--- config.mk ---
export PLATFORM = sky130hd
export DESIGN_NAME = baud_clkgen
export DESIGN_NICKNAME = d
export VERILOG_FILES = /design/src/rtl/baud_clk_pkg.sv /design/src/rtl/baud_divider.sv /design/src/rtl/ext_clk_sync.sv /design/src/rtl/rate_prescaler.sv /design/src/rtl/baud_clkgen.sv
export SDC_FILE = /design/constraint.sdc
export NUM_CORES = 1
export LEC_CHECK = 0
export ABC_AREA = 1
export BUFFER_PORTS_ARGS = -buffer_cell sky130_fd_sc_hd__clkbuf_2
export CELL_PAD_IN_SITES_DETAIL_PLACEMENT = 0
export CELL_PAD_IN_SITES_GLOBAL_PLACEMENT = 1
export CORE_ASPECT_RATIO = 0.6
export CORE_UTILIZATION = 39
export CTS_BUF_LIST = sky130_fd_sc_hd__clkbuf_4 sky130_fd_sc_hd__clkbuf_8 sky130_fd_sc_hd__clkbuf_16
export DETAILED_ROUTE_END_ITERATION = 7
export PLACE_DENSITY_LB_ADDON = 0.05
export SLEW_MARGIN = 5
export SYNTH_ARGS = -nofsm -noshare
export SYNTH_HDL_FRONTEND = slang
export SYNTH_SLANG_ARGS = --single-unit
export TNS_END_PERCENT = 20
--- constraint.sdc ---
create_clock -name clk -period 1.6 [get_ports clk]
set_input_delay 0 -clock clk [delete_from_list [all_inputs] [get_ports clk]]
set_output_delay 0 -clock clk [all_outputs]
set_load 0.05 [all_outputs]
--- src/rtl/baud_clk_pkg.sv ---
// Package: shared types and helpers for the bit-rate clock generator.
// Assumes: the three control bits are static for a whole frame.
package baud_clk_pkg;

    typedef enum logic [1:0] {
        CM_ASYNC_X16 = 2'd0,
        CM_ASYNC_X8  = 2'd1,
        CM_SYNC_INT  = 2'd2,
        CM_SYNC_EXT  = 2'd3
    } clk_mode_e;

    // Fold the three control bits into one mode; the speed bit only matters when asynchronous.
    function automatic clk_mode_e decode_mode(input logic sync_sel,
                                              input logic dbl,
                                              input logic dir_out);
        clk_mode_e m;
        if (!sync_sel) begin
            m = dbl ? CM_ASYNC_X8 : CM_ASYNC_X16;
        end else begin
            m = dir_out ? CM_SYNC_INT : CM_SYNC_EXT;
        end
        return m;
    endfunction

endpackage

--- src/rtl/baud_divider.sv ---
// Module: reloadable down-counter that emits one base tick per wrap.
// Assumes: a write strobe overrides the count in the same cycle; the
// tick is suppressed in that cycle and while reset is held.
module baud_divider #(
    parameter int DIV_W = 12
) (
    input  logic             clk,
    input  logic             rst_n,
    input  logic [DIV_W-1:0] div_i,
    input  logic             div_wr_i,
    output logic             tick_o
);
    logic [DIV_W-1:0] div_q;
    logic [DIV_W-1:0] cnt_q;
    logic             wrap;

    // Wrap point: counter at zero and no write pending.
    assign wrap   = (cnt_q == '0) && !div_wr_i;
    assign tick_o = wrap && rst_n;

    // Holds the programmed divisor.
    always_ff @(posedge clk) begin
        if (!rst_n)        div_q <= '0;
        else if (div_wr_i) div_q <= div_i;
    end

    // Counts down, reloading on a write or at the wrap point.
    always_ff @(posedge clk) begin
        if (!rst_n)        cnt_q <= '0;
        else if (div_wr_i) cnt_q <= div_i;
        else if (wrap)     cnt_q <= div_q;
        else               cnt_q <= cnt_q - 1'b1;
    end


    reload_now_chk: assert property (@(posedge clk) disable iff (!rst_n)
        div_wr_i |=> cnt_q == $past(div_i));


    wrap_reload_chk: assert property (@(posedge clk) disable iff (!rst_n)
        tick_o |=> cnt_q == div_q);


    no_tick_on_write_chk: assert property (@(posedge clk) disable iff (!rst_n)
        div_wr_i |-> !tick_o);

endmodule

--- src/rtl/ext_clk_sync.sv ---
// Module: synchronizer chain and edge detector for the external transfer clock.
// Assumes: the pin is asynchronous to clk; edges are reported only when
// enabled (slave mode), but the chain keeps sampling so its history stays current.
module ext_clk_sync #(
    parameter int STAGES = 2
) (
    input  logic clk,
    input  logic rst_n,
    input  logic en_i,
    input  logic pin_i,
    output logic rise_o,
    output logic fall_o
);
    logic [STAGES:0] chain_q;
    logic            cur;
    logic            prev;

    // First flop samples the raw pin.
    always_ff @(posedge clk) begin
        if (!rst_n) chain_q[0] <= 1'b0;
        else        chain_q[0] <= pin_i;
    end

    // Remaining synchronizer stages and one history flop.
    for (genvar g = 1; g <= STAGES; g++) begin : g_stage
        always_ff @(posedge clk) begin
            if (!rst_n) chain_q[g] <= 1'b0;
            else        chain_q[g] <= chain_q[g-1];
        end
    end

    assign cur    = chain_q[STAGES-1];
    assign prev   = chain_q[STAGES];
    // Edge pulses, gated by the enable and reset.
    assign rise_o = en_i && rst_n && cur && !prev;
    assign fall_o = en_i && rst_n && !cur && prev;


    edge_excl_chk: assert property (@(posedge clk) disable iff (!rst_n)
        $onehot0({rise_o, fall_o}));


    rise_width_chk: assert property (@(posedge clk) disable iff (!rst_n)
        (rise_o && en_i) |=> !rise_o);


    fall_width_chk: assert property (@(posedge clk) disable iff (!rst_n)
        (fall_o && en_i) |=> !fall_o);

endmodule

--- src/rtl/rate_prescaler.sv ---
// Module: turns the base tick into per-mode transmit and receive strobes
// and the master transfer clock.
// Assumes: the base tick is a one-cycle pulse; the edge inputs are already
// synchronized and only pulse in slave mode.
module rate_prescaler
    import baud_clk_pkg::*;
#(
    parameter int NORM_RATIO = 16,
    parameter int DBL_RATIO  = 8
) (
    input  logic      clk,
    input  logic      rst_n,
    input  logic      base_tick_i,
    input  clk_mode_e mode_i,
    input  logic      ext_rise_i,
    input  logic      ext_fall_i,
    output logic      tx_tick_o,
    output logic      rx_tick_o,
    output logic      xclk_o
);
    localparam int PRE_W = $clog2(NORM_RATIO);
    localparam logic [PRE_W-1:0] NORM_MASK = PRE_W'(NORM_RATIO - 1);
    localparam logic [PRE_W-1:0] DBL_MASK  = PRE_W'(DBL_RATIO - 1);
    localparam logic [PRE_W-1:0] SYNC_MASK = PRE_W'(1);

    logic [PRE_W-1:0] pre_q;
    logic [PRE_W-1:0] mask;
    logic             at_top;

    // Phase counter advances on every base tick while the clock is internal.
    always_ff @(posedge clk) begin
        if (!rst_n)                                 pre_q <= '0;
        else if (base_tick_i && mode_i != CM_SYNC_EXT) pre_q <= pre_q + 1'b1;
    end

    // Select the division mask for the active mode.
    always_comb begin
        unique case (mode_i)
            CM_ASYNC_X16: mask = NORM_MASK;
            CM_ASYNC_X8:  mask = DBL_MASK;
            default:      mask = SYNC_MASK;
        endcase
    end

    assign at_top = (pre_q & mask) == mask;

    // Route the strobes by mode.
    always_comb begin
        tx_tick_o = 1'b0;
        rx_tick_o = 1'b0;
        xclk_o    = 1'b0;
        unique case (mode_i)
            CM_ASYNC_X16, CM_ASYNC_X8: begin
                tx_tick_o = base_tick_i && at_top;
                rx_tick_o = base_tick_i;
            end
            CM_SYNC_INT: begin
                xclk_o    = pre_q[0];
                tx_tick_o = base_tick_i && pre_q[0];
                rx_tick_o = base_tick_i && !pre_q[0];
            end
            default: begin
                tx_tick_o = ext_fall_i;
                rx_tick_o = ext_rise_i;
            end
        endcase
    end


    tx_on_rx_chk: assert property (@(posedge clk) disable iff (!rst_n)
        (mode_i inside {CM_ASYNC_X16, CM_ASYNC_X8} && tx_tick_o) |-> rx_tick_o);


    master_phase_chk: assert property (@(posedge clk) disable iff (!rst_n)
        (mode_i == CM_SYNC_INT && tx_tick_o) |-> xclk_o);

endmodule

--- src/rtl/baud_clkgen.sv ---
// Module: top of the bit-rate clock generator. Combines the divider, the
// prescaler and the external-clock synchronizer for four clocking modes.
// Assumes: control bits change only between frames; synchronous reset.
module baud_clkgen
    import baud_clk_pkg::*;
#(
    parameter int DIV_W       = 12,
    parameter int NORM_RATIO  = 16,
    parameter int DBL_RATIO   = 8,
    parameter int SYNC_STAGES = 2
) (
    input  logic             clk,
    input  logic             rst_n,
    input  logic [DIV_W-1:0] div_i,
    input  logic             div_wr_i,
    input  logic             sync_sel_i,
    input  logic             dbl_speed_i,
    input  logic             clk_dir_out_i,
    input  logic             xfer_clk_pin_i,
    output logic             tx_tick_o,
    output logic             rx_tick_o,
    output logic             xfer_clk_o,
    output logic             xfer_clk_oe_o,
    output logic             ext_rise_o,
    output logic             ext_fall_o
);
    clk_mode_e mode;
    logic      base_tick;
    logic      slave_en;
    logic      xclk_raw;

    // Mode decode and pin direction.
    assign mode          = decode_mode(sync_sel_i, dbl_speed_i, clk_dir_out_i);
    assign slave_en      = (mode == CM_SYNC_EXT);
    assign xfer_clk_oe_o = (mode == CM_SYNC_INT);
    assign xfer_clk_o    = xclk_raw && rst_n;

    baud_divider #(.DIV_W(DIV_W)) u_div (
        .clk      (clk),
        .rst_n    (rst_n),
        .div_i    (div_i),
        .div_wr_i (div_wr_i),
        .tick_o   (base_tick)
    );

    ext_clk_sync #(.STAGES(SYNC_STAGES)) u_sync (
        .clk    (clk),
        .rst_n  (rst_n),
        .en_i   (slave_en),
        .pin_i  (xfer_clk_pin_i),
        .rise_o (ext_rise_o),
        .fall_o (ext_fall_o)
    );

    rate_prescaler #(.NORM_RATIO(NORM_RATIO), .DBL_RATIO(DBL_RATIO)) u_pre (
        .clk         (clk),
        .rst_n       (rst_n),
        .base_tick_i (base_tick),
        .mode_i      (mode),
        .ext_rise_i  (ext_rise_o),
        .ext_fall_i  (ext_fall_o),
        .tx_tick_o   (tx_tick_o),
        .rx_tick_o   (rx_tick_o),
        .xclk_o      (xclk_raw)
    );


    async_pin_quiet_chk: assert property (@(posedge clk) disable iff (!rst_n)
        !sync_sel_i |-> (!ext_rise_o && !ext_fall_o && !xfer_clk_o));


    slave_follow_chk: assert property (@(posedge clk) disable iff (!rst_n)
        (sync_sel_i && !clk_dir_out_i) |-> (rx_tick_o == ext_rise_o && tx_tick_o == ext_fall_o));


    master_toggle_chk: assert property (@(posedge clk) disable iff (!rst_n)
        (sync_sel_i && clk_dir_out_i && $past(sync_sel_i && clk_dir_out_i)
         && xfer_clk_o != $past(xfer_clk_o)) |-> $past(tx_tick_o || rx_tick_o));

endmodule

Word-level counts from Yosys, hierarchy flattened
Cells that the tools add are included.
Word-level totals
  word-level logic and storage cells: 42
  output and inout bits: 6
  input bits: 19
  bits in registers: 31
Operators by class
  $add $sub $neg: 2
  multiplexer cells: 9
  equal/unequal tests: 5
  bitwise operators: 1
  reductions and logical operators: 19
Operators by type and width (number)
  two-way mux 12 bit: 2
  logical AND 1 bit: 12
  zero test 12 bit: 1
  subtractor 12 x 1 -> 12 bit, second input constant: 1
  case mux 4 bit (2 select lines): 1
  adder 4 x 1 -> 4 bit, second input constant: 1
  AND 4 bit: 1
  == test 2 bit, second input constant: 2
  == test 4 bit: 1
  zero test 1 bit: 4
  case mux 1 bit (2 select lines): 2
  two-way mux 1 bit: 3
  == test 2 x 1 -> 1 bit, second input constant: 1
  zero test 2 bit: 1
  two-way mux 2 bit: 1
  inequality test 2 bit, second input constant: 1
  OR reduction 2 bit: 1

Logic depth before layout (Yosys ltp)
Gate-level depths: netlist of the first run.
  word-level depth: 8
  gate-level depth with buffers: 12
  gate-level depth less buffers: 11

Hierarchy
Synthesis of the first run repeated with hierarchy kept, for this count alone.
Second synthesis, totals
  cell total of the unflattened synthesis: 240
  area, all modules: 1596.5 um2
By module, submodules not included
  baud_divider: seq. area each 480.5 um2, cells each 181, area an instance 1223.7 um2, times used 1
  rate_prescaler: seq. area each 80.1 um2, cells each 33, area an instance 226.5 um2, times used 1
  ext_clk_sync: seq. area each 60.1 um2, cells each 16, area an instance 108.9 um2, times used 1
  baud_clkgen: seq. area each 0.0 um2, cells each 10, area an instance 37.5 um2, times used 1

Worst setup path after synthesis of the first run
No wires, ideal clock.
  path type: reg-to-output
  start point: register u_div.cnt_q[0]
  end point: output tx_tick_o
  buffers on the path: 0
  path slack: -0.491 ns
  data required time: 1.600 ns
  cell stages (with the launch flop): 9
  data arrival time: 2.091 ns
  cells stage by stage: dfxtp_1 > inv_1 > ha_1 > nand2_1 > nor2_1 > nand2_1 > nor2_2 > nand3_2 > o21ai_0
On the way
  cells in the longest elaborated chain, start to end: 5
Ends and longest elaborated chain
  start, declared: line baud_divider.sv:14  | logic [DIV_W-1:0] cnt_q;
  start signal, assigned: line baud_divider.sv:30  | else if (div_wr_i) cnt_q <= div_i;
  start signal, assigned: line baud_divider.sv:31  | else if (wrap) cnt_q <= div_q;
  start signal, assigned: line baud_divider.sv:32  | else cnt_q <= cnt_q - 1'b1;
  zero test 12 bit (*): line baud_divider.sv:18  | assign wrap = (cnt_q == '0) && !div_wr_i;
  logical AND 1 bit (*): line baud_divider.sv:18
  logical AND 1 bit (*): line baud_divider.sv:19  | assign tick_o = wrap && rst_n;
  logical AND 1 bit (on tied branches): line rate_prescaler.sv:59, rate_prescaler.sv:54
  case mux 1 bit (2 select lines) (*): line rate_prescaler.sv:52  | unique case (mode_i)
  end, declared: line baud_clkgen.sv:20  | output logic tx_tick_o,
Every way passes the cells marked *; elsewhere a longest branch is shown, timed or not.

Final worst setup path of the first run
  start point: register u_div.cnt_q[1]
  end point: output tx_tick_o
The elaborated chain is that of the path after synthesis.

==> reports/metrics.cfg, run 1 <==
[power_and_ir_drop]
power_density_nw_per_um2=977.2
ir_drop_uv=408.5
p_leak_uw=0.001046

[timing]
finalCritPeriodShare_pct=102.3
setup_ws_ns=-0.03714
relSlewSlack_pct=80.61
tightestPinTransition_ns=0.2908
hold_viol=0
rsz0062_at_grt=yes
fin_tns_setup_ns=-0.03714
fmax_ghz=0.6108
finalClockSkew_ns=0.007695
finalMaxSlewViolations=0
final-setup-viol-count=1
min_period_ns=1.637

[flow_run]
drv_cap=0

[clock_tree]
clk_latency_ns=0.29
htreeDepth=2
cts_tree=yes
path_clk_slew_ns=0.07
cts_max_path_buffers=2
cts_made_buffers=5
clock_sink_count=31
cts_root_buf=clkbuf_8

[grt]
grt_busiest_layer=met1
grtUsageMet2_pct=28.70
grt_start_max_net_pins=27
grtUsageMet1_pct=31.74
grt_pass1_wl_um=6982
gr-usage-all-layers_pct=21.21
antenna_found_initial=0
first_global_vias=1478
grt_util_met3_pct=4.882
overflow=0

[synthesis]
synth_top_area_share_pct=37.60
synth-seq-area-share_pct=37.60
netlist_area_um2=1650
ys_warn_count=0
postSynthAreaPerCell_um2=6.764
yosys.area.top_type=dfxtp_1
synth_seq_cells=31
synthCells=244
synth_area_leaders=dfxtp_1 (38%), nand2_1 (18%), a21oi_1 (7.6%)
syn_nets=266
ys_types=30

[floorplan]
io_pins=25
initial_utilization_pct=42.87
die_area_um2=4504
fp-row-count=17
die_width_um=85.98
coreArea_um2=3850
die_y_um=52.39

[worst_setup_path]
required_ns=1.60
rrSetupSlack_ns=0.05
cp_slowest_cell=dfxtp_2
path_class=flop to output port
crit_family=simple AND/OR/NAND/NOR gates
critPathMaxStageDelay_ns=0.33
crit_chain=inv_2 -> ha_4 -> nand2_1 -> nor2_1 -> nand2_1 -> nor2_2 -> nand3_2 -> o21ai_2 -> buf_8
cp-start-kind=flop
path_max_fanout=3
critical_path_arrival_ns=1.64
rr_endpoint=u_div.cnt_q[0]
endpoint_kind=output port
crit_top_cell=nand2_1
worstReg2RegStart=u_div.cnt_q[1]
r2r_cells=12
crit_buf_inv=2

[cells_and_area]
syn_to_final_growth_pct=35.03
regArea_um2=621.8
multi_input_area_um2=979.7
antennaDiodeCount=0
post-route-util_pct=57.88
nets=315
drive_gt1_share_pct=24.49
nFillCells=379

[detailed_routing]
first_pass_iters=4
final_antenna_net_count=0
viasPerCell=4.641
drt_wl_total_um=4251
num_vias=1629
drcViolationCount=0
drt_iter0_drc=102
wl_per_cell_um=12.11

[outcome]
violations=negative setup slack
status=finished with violations

[placement]
hpwl_um=2889
place_congestion=0.8082
io_buffers=24
post-place-ws_ns=0.06523

[min_path]
min_from=rst_n
whs_endpoint=u_sync.cur
holdPathStages=3
hold_path_class=primary input to flop

==> worst register-to-register path: stages, from the launching register on <==
cell and delay, ns:
dfxtp_2 0.33, inv_2 0.07, ha_4 0.13, inv_1 0.04, nor2_1 0.08, nand2_1 0.09
nor2_4 0.13, buf_4 0.15, nand2_8 0.09, nand2_8 0.11, nand2_1 0.06, o21ai_0 0.08
a21oi_1 0.08
==> power breakdown <==
part | switching, uW | leakage [uW] | internal [uW]
Clock | 321 | 0.0000581 | 463
Sequential | 41.6 | 0.000256 | 823
Combinational | 319 | 0.000732 | 209
==> sequential cells by signal, indices dropped and copies added, names as in the netlist <==
name            count
u_sync.cur          1
u_sync.chain_q      1
u_div.div_q        12
u_pre.pre_q         4
u_sync.prev         1
u_div.cnt_q        12
==> routing by layer <==
metal / share of wire (%) / up-vias
met5: 0 / -
met4: 1.3 / 0
met3: 6.2 / 8
met2: 37 / 36
met1: 56 / 709
li1: - / 876
==> placed cells by master, fill, tap and decap left out, types with 10 or more instances in the layout <==
master,count
a21oi_1,25
buf_4,10
clkbuf_2,22
dfxtp_1,30
dlygate4sd3_1,13
inv_1,21
nand2_1,81
nand3_1,16
nor2_1,20
==> synth_stat cells <==
library cell,n
nand3_1,16
nand2_1,81
a21oi_2,1
inv_1,23
ha_1,3
o21ai_0,6
a21oi_1,25
nor2_2,4
buf_1,1
buf_2,2
nor2_4,4
dfxtp_1,31
o21bai_1,1
clkbuf_1,2
o21ai_1,1
buf_6,1
nor3_2,1
nand4_1,3
nand2_4,2
nand3_2,2
o21ai_2,2
nor3b_1,1
xor2_1,1
inv_2,2
a22oi_1,1
nor3_1,1
nand2_2,3
nor2_1,21
clkinv_1,1
nor3_4,1
==> how the worst max path moves through the flow <==
stage | from | end | depth (start not counted)
floorplan | u_div.cnt_q[0] | tx_tick_o | 8
global placement | u_div.cnt_q[2] | tx_tick_o | 6
CTS | u_div.cnt_q[1] | rx_tick_o | 9
finish | u_div.cnt_q[1] | tx_tick_o | 9
detailed placement | u_div.cnt_q[0] | u_div.cnt_q[0] | 11
global route | u_div.cnt_q[1] | tx_tick_o | 9
==> logic make-up after synthesis <==
logic type / synth area share [%]
AND/OR/NAND/NOR: 39.50
flip-flops: 37.60
adder cells (fa/ha/maj): 2.275
buffers and inverters: 7.884
XOR/XNOR: 0.5308
AO/OA/AOI/OAI: 12.21
==> final cells by class <==
class                      count  share of cell area, %
timing repair buffer          47                  15.50
tap                           57                  3.200
inverter                      26                  4.380
multi-input combinational    182                  43.96
sequential                    31                  27.91
clock buffer                   5                  3.088
clock inverter                 3                  1.965
==> what timing repair did <==
| action | 4_1_cts | 5_1_grt |
|---|---|---|
| setup buffers | 4 | 0 |
| endpoints found under the hold margin | 25 | 0 |
| resized for setup | 12 | 7 |
| setup endpoints to repair | 2 | 14 |
| pin swaps | 4 | 3 |
| hold buffers | 13 | 0 |
| gates cloned | 0 | 1 |
==> per-stage QoR <==
| stage | total power [uW] | instance area, um^2 | hold WS (ns) | instances |
|---|---|---|---|---|
| finish | 2178 | 2228 | 0.09181 | 351 |
| global route | 2298 | 2228 | 0.1064 | 351 |
| CTS | 2169 | 2173 | 0.07661 | 350 |
| detailed placement | 1322 | 1858 | 0.1893 | 325 |
| global placement | 1326 | 1858 | 0.1854 | 325 |
| floorplan | 1205 | 1654 | 0.09763 | 244 |
Note: power is estimated with default switching activity, not from simulation.
==> inputs of run 2 (changes only) <==
CORE_MARGIN = 2   (was unset)
CORE_UTILIZATION = 41   (was 39)
CTS_BUF_LIST = sky130_fd_sc_hd__clkbuf_8   (was sky130_fd_sc_hd__clkbuf_4 sky130_fd_sc_hd__clkbuf_8 sky130_fd_sc_hd__clkbuf_16)
==> run 2 against run 1 <==
Final cell count is 3.1% lower. Routed wire length decreased by 5.2%. Largest cell class unchanged. The flow now finishes without violations. Register-to-register slack better by 0.08 ns. Sequential cell count did not move.
==> reports/metrics.cfg, run 2 (synthesis gave the netlist of run 1 again) <==
[outcome]
status=complete, no violations

[timing]
min_period_ns=1.581  ; -0.05653 ns
hold_viol=0  ; unchanged
final-setup-viol-count=0  ; -1
whs_ns=0.1008  ; +0.009031 ns
rsz0062_at_grt=yes
finalCritPeriodShare_pct=98.79  ; -3.5 points
relSlewSlack_pct=81.50  ; +0.89 points
tightestPinTransition_ns=0.2764  ; -0.01435 ns
setup_ws_ns=0.01939  ; +0.05653 ns
fmax_ghz=0.6327  ; +3.6%
finalClockSkew_ns=0.007645  ; -0.00005076 ns
finalMaxSlewViolations=0  ; unchanged

[detailed_routing]
viasPerCell=4.685  ; +0.95%
drcViolationCount=0  ; unchanged
wl_per_cell_um=11.85  ; -2.1%
final_antenna_net_count=0  ; unchanged
first_pass_iters=4  ; unchanged
drt_wl_total_um=4030  ; -5.2%
num_vias=1593  ; -2.2%
drt_iter0_drc=56  ; -45%

[floorplan]
coreArea_um2=3765  ; -2.2%
fp-row-count=17  ; unchanged
die_width_um=85.91  ; about the same
die_y_um=53.15  ; +1.4%
io_pins=25  ; unchanged
initial_utilization_pct=43.84  ; +0.97 points
die_area_um2=4565  ; +1.4%

[flow_run]
drv_cap=0  ; unchanged

[power_and_ir_drop]
netSwitchingFraction_pct=31.30  ; about the same
netSwitchingPower_uw=622.4  ; -8.7%
p_int_uw=1366  ; -8.7%
pwr-share-clk_pct=31.4  ; -4.6 points
power_density_nw_per_um2=921.9  ; -5.7%
ir_drop_uv=570.2  ; +40%
power_frac_seq_pct=43.4  ; +3.7 points
p_leak_uw=0.001039  ; -0.64%
comb_power_share_pct=25.2  ; +0.9 points

[cells_and_area]
antennaDiodeCount=0  ; unchanged
syn_to_final_growth_pct=30.71
final_cell_mix=nand2_1 (81), dfxtp_1 (30), a21oi_1 (25), clkbuf_2 (22), inv_1 (21)
nets=315  ; unchanged
final_common_cell=nand2_1
drive_gt1_share_pct=24.23  ; -0.26 points
top_regs=u_div.cnt_q x12, u_div.div_q x12, u_pre.pre_q x4
final_cell_area_um2=2157  ; -3.2%

[clock_tree]
cts_made_buffers=5  ; unchanged
clock_sink_count=31  ; unchanged
cts_max_path_buffers=2  ; unchanged
htreeDepth=2  ; unchanged
cts_root_buf=clkbuf_8
path_clk_slew_ns=0.07  ; about the same
cts_tree=yes
clk_latency_ns=0.28  ; about the same

[worst_setup_path]
endpoint_kind=output port
path_max_fanout=2  ; -1
cp-start-kind=flop
required_ns=1.60  ; about the same
path_class=flop to output port
critical_path_arrival_ns=1.58  ; -0.06 ns

[placement]
post-place-ws_ns=0.09442  ; +0.02919 ns
dpl_cell_area_um2=1861  ; +0.13%
hpwl_um=2852  ; -1.3%
io_buffers=24  ; unchanged
place_congestion=0.8368  ; +3.5%

[grt]
overflow=0  ; unchanged
first_global_vias=1421  ; -3.9%
antenna_found_initial=0  ; unchanged
gr-usage-all-layers_pct=20.23  ; -0.98 points
grt_start_max_net_pins=26  ; -3.7%
grt_pass1_wl_um=6886  ; -1.4%

[min_path]
hold_path_class=primary input to flop

[run 2: timing repair]
action / 4_1_cts / 5_1_grt
buffers inserted: 2 / 1
setup endpoints to repair: 2 / 14
pin swaps: 4 / 2
cloned: 0 / 0
hold buffers: 13 / 0
endpoints found under the hold margin: 25 / 0
gates resized for setup: 10 / 5
[run 2: critical path, stage by stage (launching register included)]
cell      delay, ns
dfxtp_2        0.32
inv_2          0.08
ha_4           0.13
inv_1          0.05
nor2_1         0.08
nand2_1        0.08
nor2_4         0.13
nand3_2        0.12
o21bai_4       0.15
buf_8          0.15
[run 2: cell type report]
| type | count | area [um^2] |
|---|---|---|
| well taps | 47 | 58.81 |
| flip-flops and latches | 31 | 621.8 |
| clock buffers | 6 | 82.58 |
| repair buffers | 48 | 352.8 |
| multi-input cells | 181 | 938.4 |
| inverters | 26 | 97.59 |
| fillers | 392 | 1608 |
| clock inverters | 1 | 5.005 |
[run 2: worst paths after layout]
check                                       start              to  slack, ns  cells after the start
worst min register to register  u_sync.chain_q[0]      u_sync.cur       0.41                      2
worst max-delay path               u_div.cnt_q[1]       rx_tick_o       0.02                      9
worst min-delay path                        rst_n      u_sync.cur       0.10                      3
worst max register to register     u_div.cnt_q[1]  u_pre.pre_q[2]       0.13                     11
[run 2: power groups by stage]
| stage | combinational [uW] | sequential, uW | clock, uW |
|---|---|---|---|
| after floorplan | 337 | 868 | 0 |
| after global placement | 461 | 877 | 0 |
| after detailed placement | 454 | 877 | 0 |
| after CTS | 492 | 861 | 634 |
| after global routing | 571 | 869 | 672 |
| final | 502 | 863 | 624 |
[run 2: per-layer routing]
layer | vias to the layer above | part of all wire, % | track usage [%]
li1 | 877 | - | -
met1 | 686 | 58 | 30.30
met2 | 26 | 37 | 27.65
met3 | 4 | 4.0 | 5.148
met4 | 0 | 0.89 | 6.349
met5 | - | 0 | 0
[run 2: stage by stage]
step                      TNS, ns  instances  utilization [%]  power, uW
after detailed placement        0        317            49.42       1331
after global placement          0        317            49.42       1337
after CTS                       0        339            56.53       1988
after global routing      -0.2186        340            57.29       2112
after floorplan           -0.1115        244                -       1205
final                           0        340            57.29       1989
==> inputs of run 3 (changes only) <==
RECOVER_POWER = 50   (was unset)
==> run 3 against run 2 <==
Combinational power about the same. Final cell count unchanged. Worst setup slack stayed put. Utilization about the same. Total power barely moved. Sequential cell count unchanged. Count of clock-buffer cells in the layout unchanged. Non-clock buffer count unchanged. Critical path depth stayed put.
==> reports/metrics.cfg, run 3 (synthesis gave the netlist of run 1 again) <==
[timing]
min_period_ns=1.581  ; unchanged
fmax_ghz=0.6327  ; unchanged
whs_ns=0.1008  ; unchanged
rsz0062_at_grt=yes
finalMaxSlewViolations=0  ; unchanged
tightestPinTransition_ns=0.5844  ; +0.3080 ns
setup_ws_ns=0.01939  ; unchanged
relSlewSlack_pct=61.21  ; -20 points
finalCritPeriodShare_pct=98.79  ; unchanged
fin_tns_setup_ns=0  ; unchanged
finalClockSkew_ns=0.007645  ; unchanged
hold_viol=0  ; unchanged
final-setup-viol-count=0  ; unchanged

[clock_tree]
clk_latency_ns=0.28  ; about the same
cts_tree=yes
clock_sink_count=31  ; unchanged
path_clk_slew_ns=0.07  ; about the same
cts_root_buf=clkbuf_8
cts_max_path_buffers=2  ; unchanged
htreeDepth=2  ; unchanged
cts_made_buffers=5  ; unchanged

[cells_and_area]
final_cell_area_um2=2156  ; about the same
top_regs=u_div.cnt_q x12, u_div.div_q x12, u_pre.pre_q x4
syn_to_final_growth_pct=30.63  ; about the same
final_cell_mix=nand2_1 (81), dfxtp_1 (30), a21oi_1 (25), inv_1 (21), clkbuf_2 (21)
final_common_cell=nand2_1
drive_gt1_share_pct=23.89  ; -0.34 points
antennaDiodeCount=0  ; unchanged
nets=315  ; unchanged

[detailed_routing]
first_pass_iters=4  ; unchanged
drcViolationCount=0  ; unchanged
final_antenna_net_count=0  ; unchanged
num_vias=1593  ; unchanged
viasPerCell=4.685  ; unchanged
drt_iter0_drc=55  ; -1.8%
wl_per_cell_um=11.85  ; unchanged
drt_wl_total_um=4030  ; unchanged

[power_and_ir_drop]
pwr-share-clk_pct=31.4  ; about the same
power_uw=1988  ; about the same
p_leak_uw=0.001036  ; -0.31%
power_density_nw_per_um2=922.3  ; about the same
netSwitchingPower_uw=622.4  ; about the same
comb_power_share_pct=25.2  ; about the same
p_int_uw=1366  ; about the same
power_frac_seq_pct=43.4  ; about the same
ir_drop_uv=570.2  ; about the same
netSwitchingFraction_pct=31.30  ; about the same

[placement]
dpl_cell_area_um2=1861  ; unchanged
io_buffers=24  ; unchanged
hpwl_um=2852  ; unchanged
post-place-ws_ns=0.09442  ; unchanged
place_congestion=0.8368  ; unchanged

[floorplan]
fp-row-count=17  ; unchanged
initial_utilization_pct=43.84  ; unchanged
coreArea_um2=3765  ; unchanged
die_area_um2=4565  ; unchanged
die_y_um=53.15  ; unchanged
die_width_um=85.91  ; unchanged
io_pins=25  ; unchanged

[worst_setup_path]
endpoint_kind=output port
path_max_fanout=2  ; unchanged
path_class=flop to output port
critical_path_arrival_ns=1.58  ; about the same
cp-start-kind=flop
required_ns=1.60  ; about the same

[grt]
overflow=0  ; unchanged
first_global_vias=1421  ; unchanged
grt_start_max_net_pins=26  ; unchanged
grt_pass1_wl_um=6886  ; unchanged
gr-usage-all-layers_pct=20.23  ; unchanged
antenna_found_initial=0  ; unchanged

[outcome]
status=complete, no violations

[min_path]
hold_path_class=primary input to flop

[flow_run]
drv_cap=0  ; unchanged

==> run 3: changes by cell type in the layout (fill, tap and decap cells not counted) <==
cell | previous run | this run
clkbuf_1 | 0 | 1
clkbuf_2 | 22 | 21
==> run 3: layer usage <==
metal | GRT usage, % | routed length, um | up-vias
li1 | - | - | 877
met1 | 30.30 | 2324 | 686
met2 | 27.65 | 1506 | 26
met3 | 5.148 | 163 | 4
met4 | 6.349 | 36 | 0
met5 | 0 | 0 | -
==> run 3: cell type report <==
type                       count  area [um^2]
sequential                    31        621.8
clock inverter                 1        5.005
fill                         393         1609
clock buffer                   6        82.58
multi-input combinational    181        938.4
tap                           47        58.81
inverter                      26        97.59
timing repair buffer          48        351.6
==> run 3: path summary, 6_finish.rpt <==
kind,start,depth (start not counted),endpoint,slack (ns)
max,u_div.cnt_q[1],9,rx_tick_o,0.02
min,rst_n,3,u_sync.cur,0.10
max reg2reg,u_div.cnt_q[1],11,u_pre.pre_q[2],0.13
min reg2reg,u_sync.chain_q[0],2,u_sync.cur,0.41
==> run 3: power by group through the flow <==
| stage | clock (uW) | sequential (uW) | combinational [uW] |
|---|---|---|---|
| 6_report | 624 | 863 | 501 |
| 5_1_grt | 672 | 869 | 571 |
| 4_1_cts | 634 | 861 | 492 |
| 3_5_place_dp | 0 | 877 | 454 |
| 3_3_place_gp | 0 | 877 | 461 |
| 2_1_floorplan | 0 | 868 | 337 |
==> run 3: through the flow <==
stage,util (%),cells
CTS,56.53,339
detailed placement,49.42,317
global route,57.26,340
global placement,49.42,317
floorplan,-,244
finish,57.26,340
==> run 3: critical path: stages (launching register included) <==
cell      delay [ns]
dfxtp_2         0.32
inv_2           0.08
ha_4            0.13
inv_1           0.05
nor2_1          0.08
nand2_1         0.08
nor2_4          0.13
nand3_2         0.12
o21bai_4        0.15
buf_8           0.15
==> run 3: what timing repair did <==
action	4_1_cts	5_1_grt
pin swaps	4	2
setup buffers	2	1
endpoints found under the setup margin	2	14
hold buffers	13	0
endpoints found under the hold margin	25	0
gates resized for setup	10	5
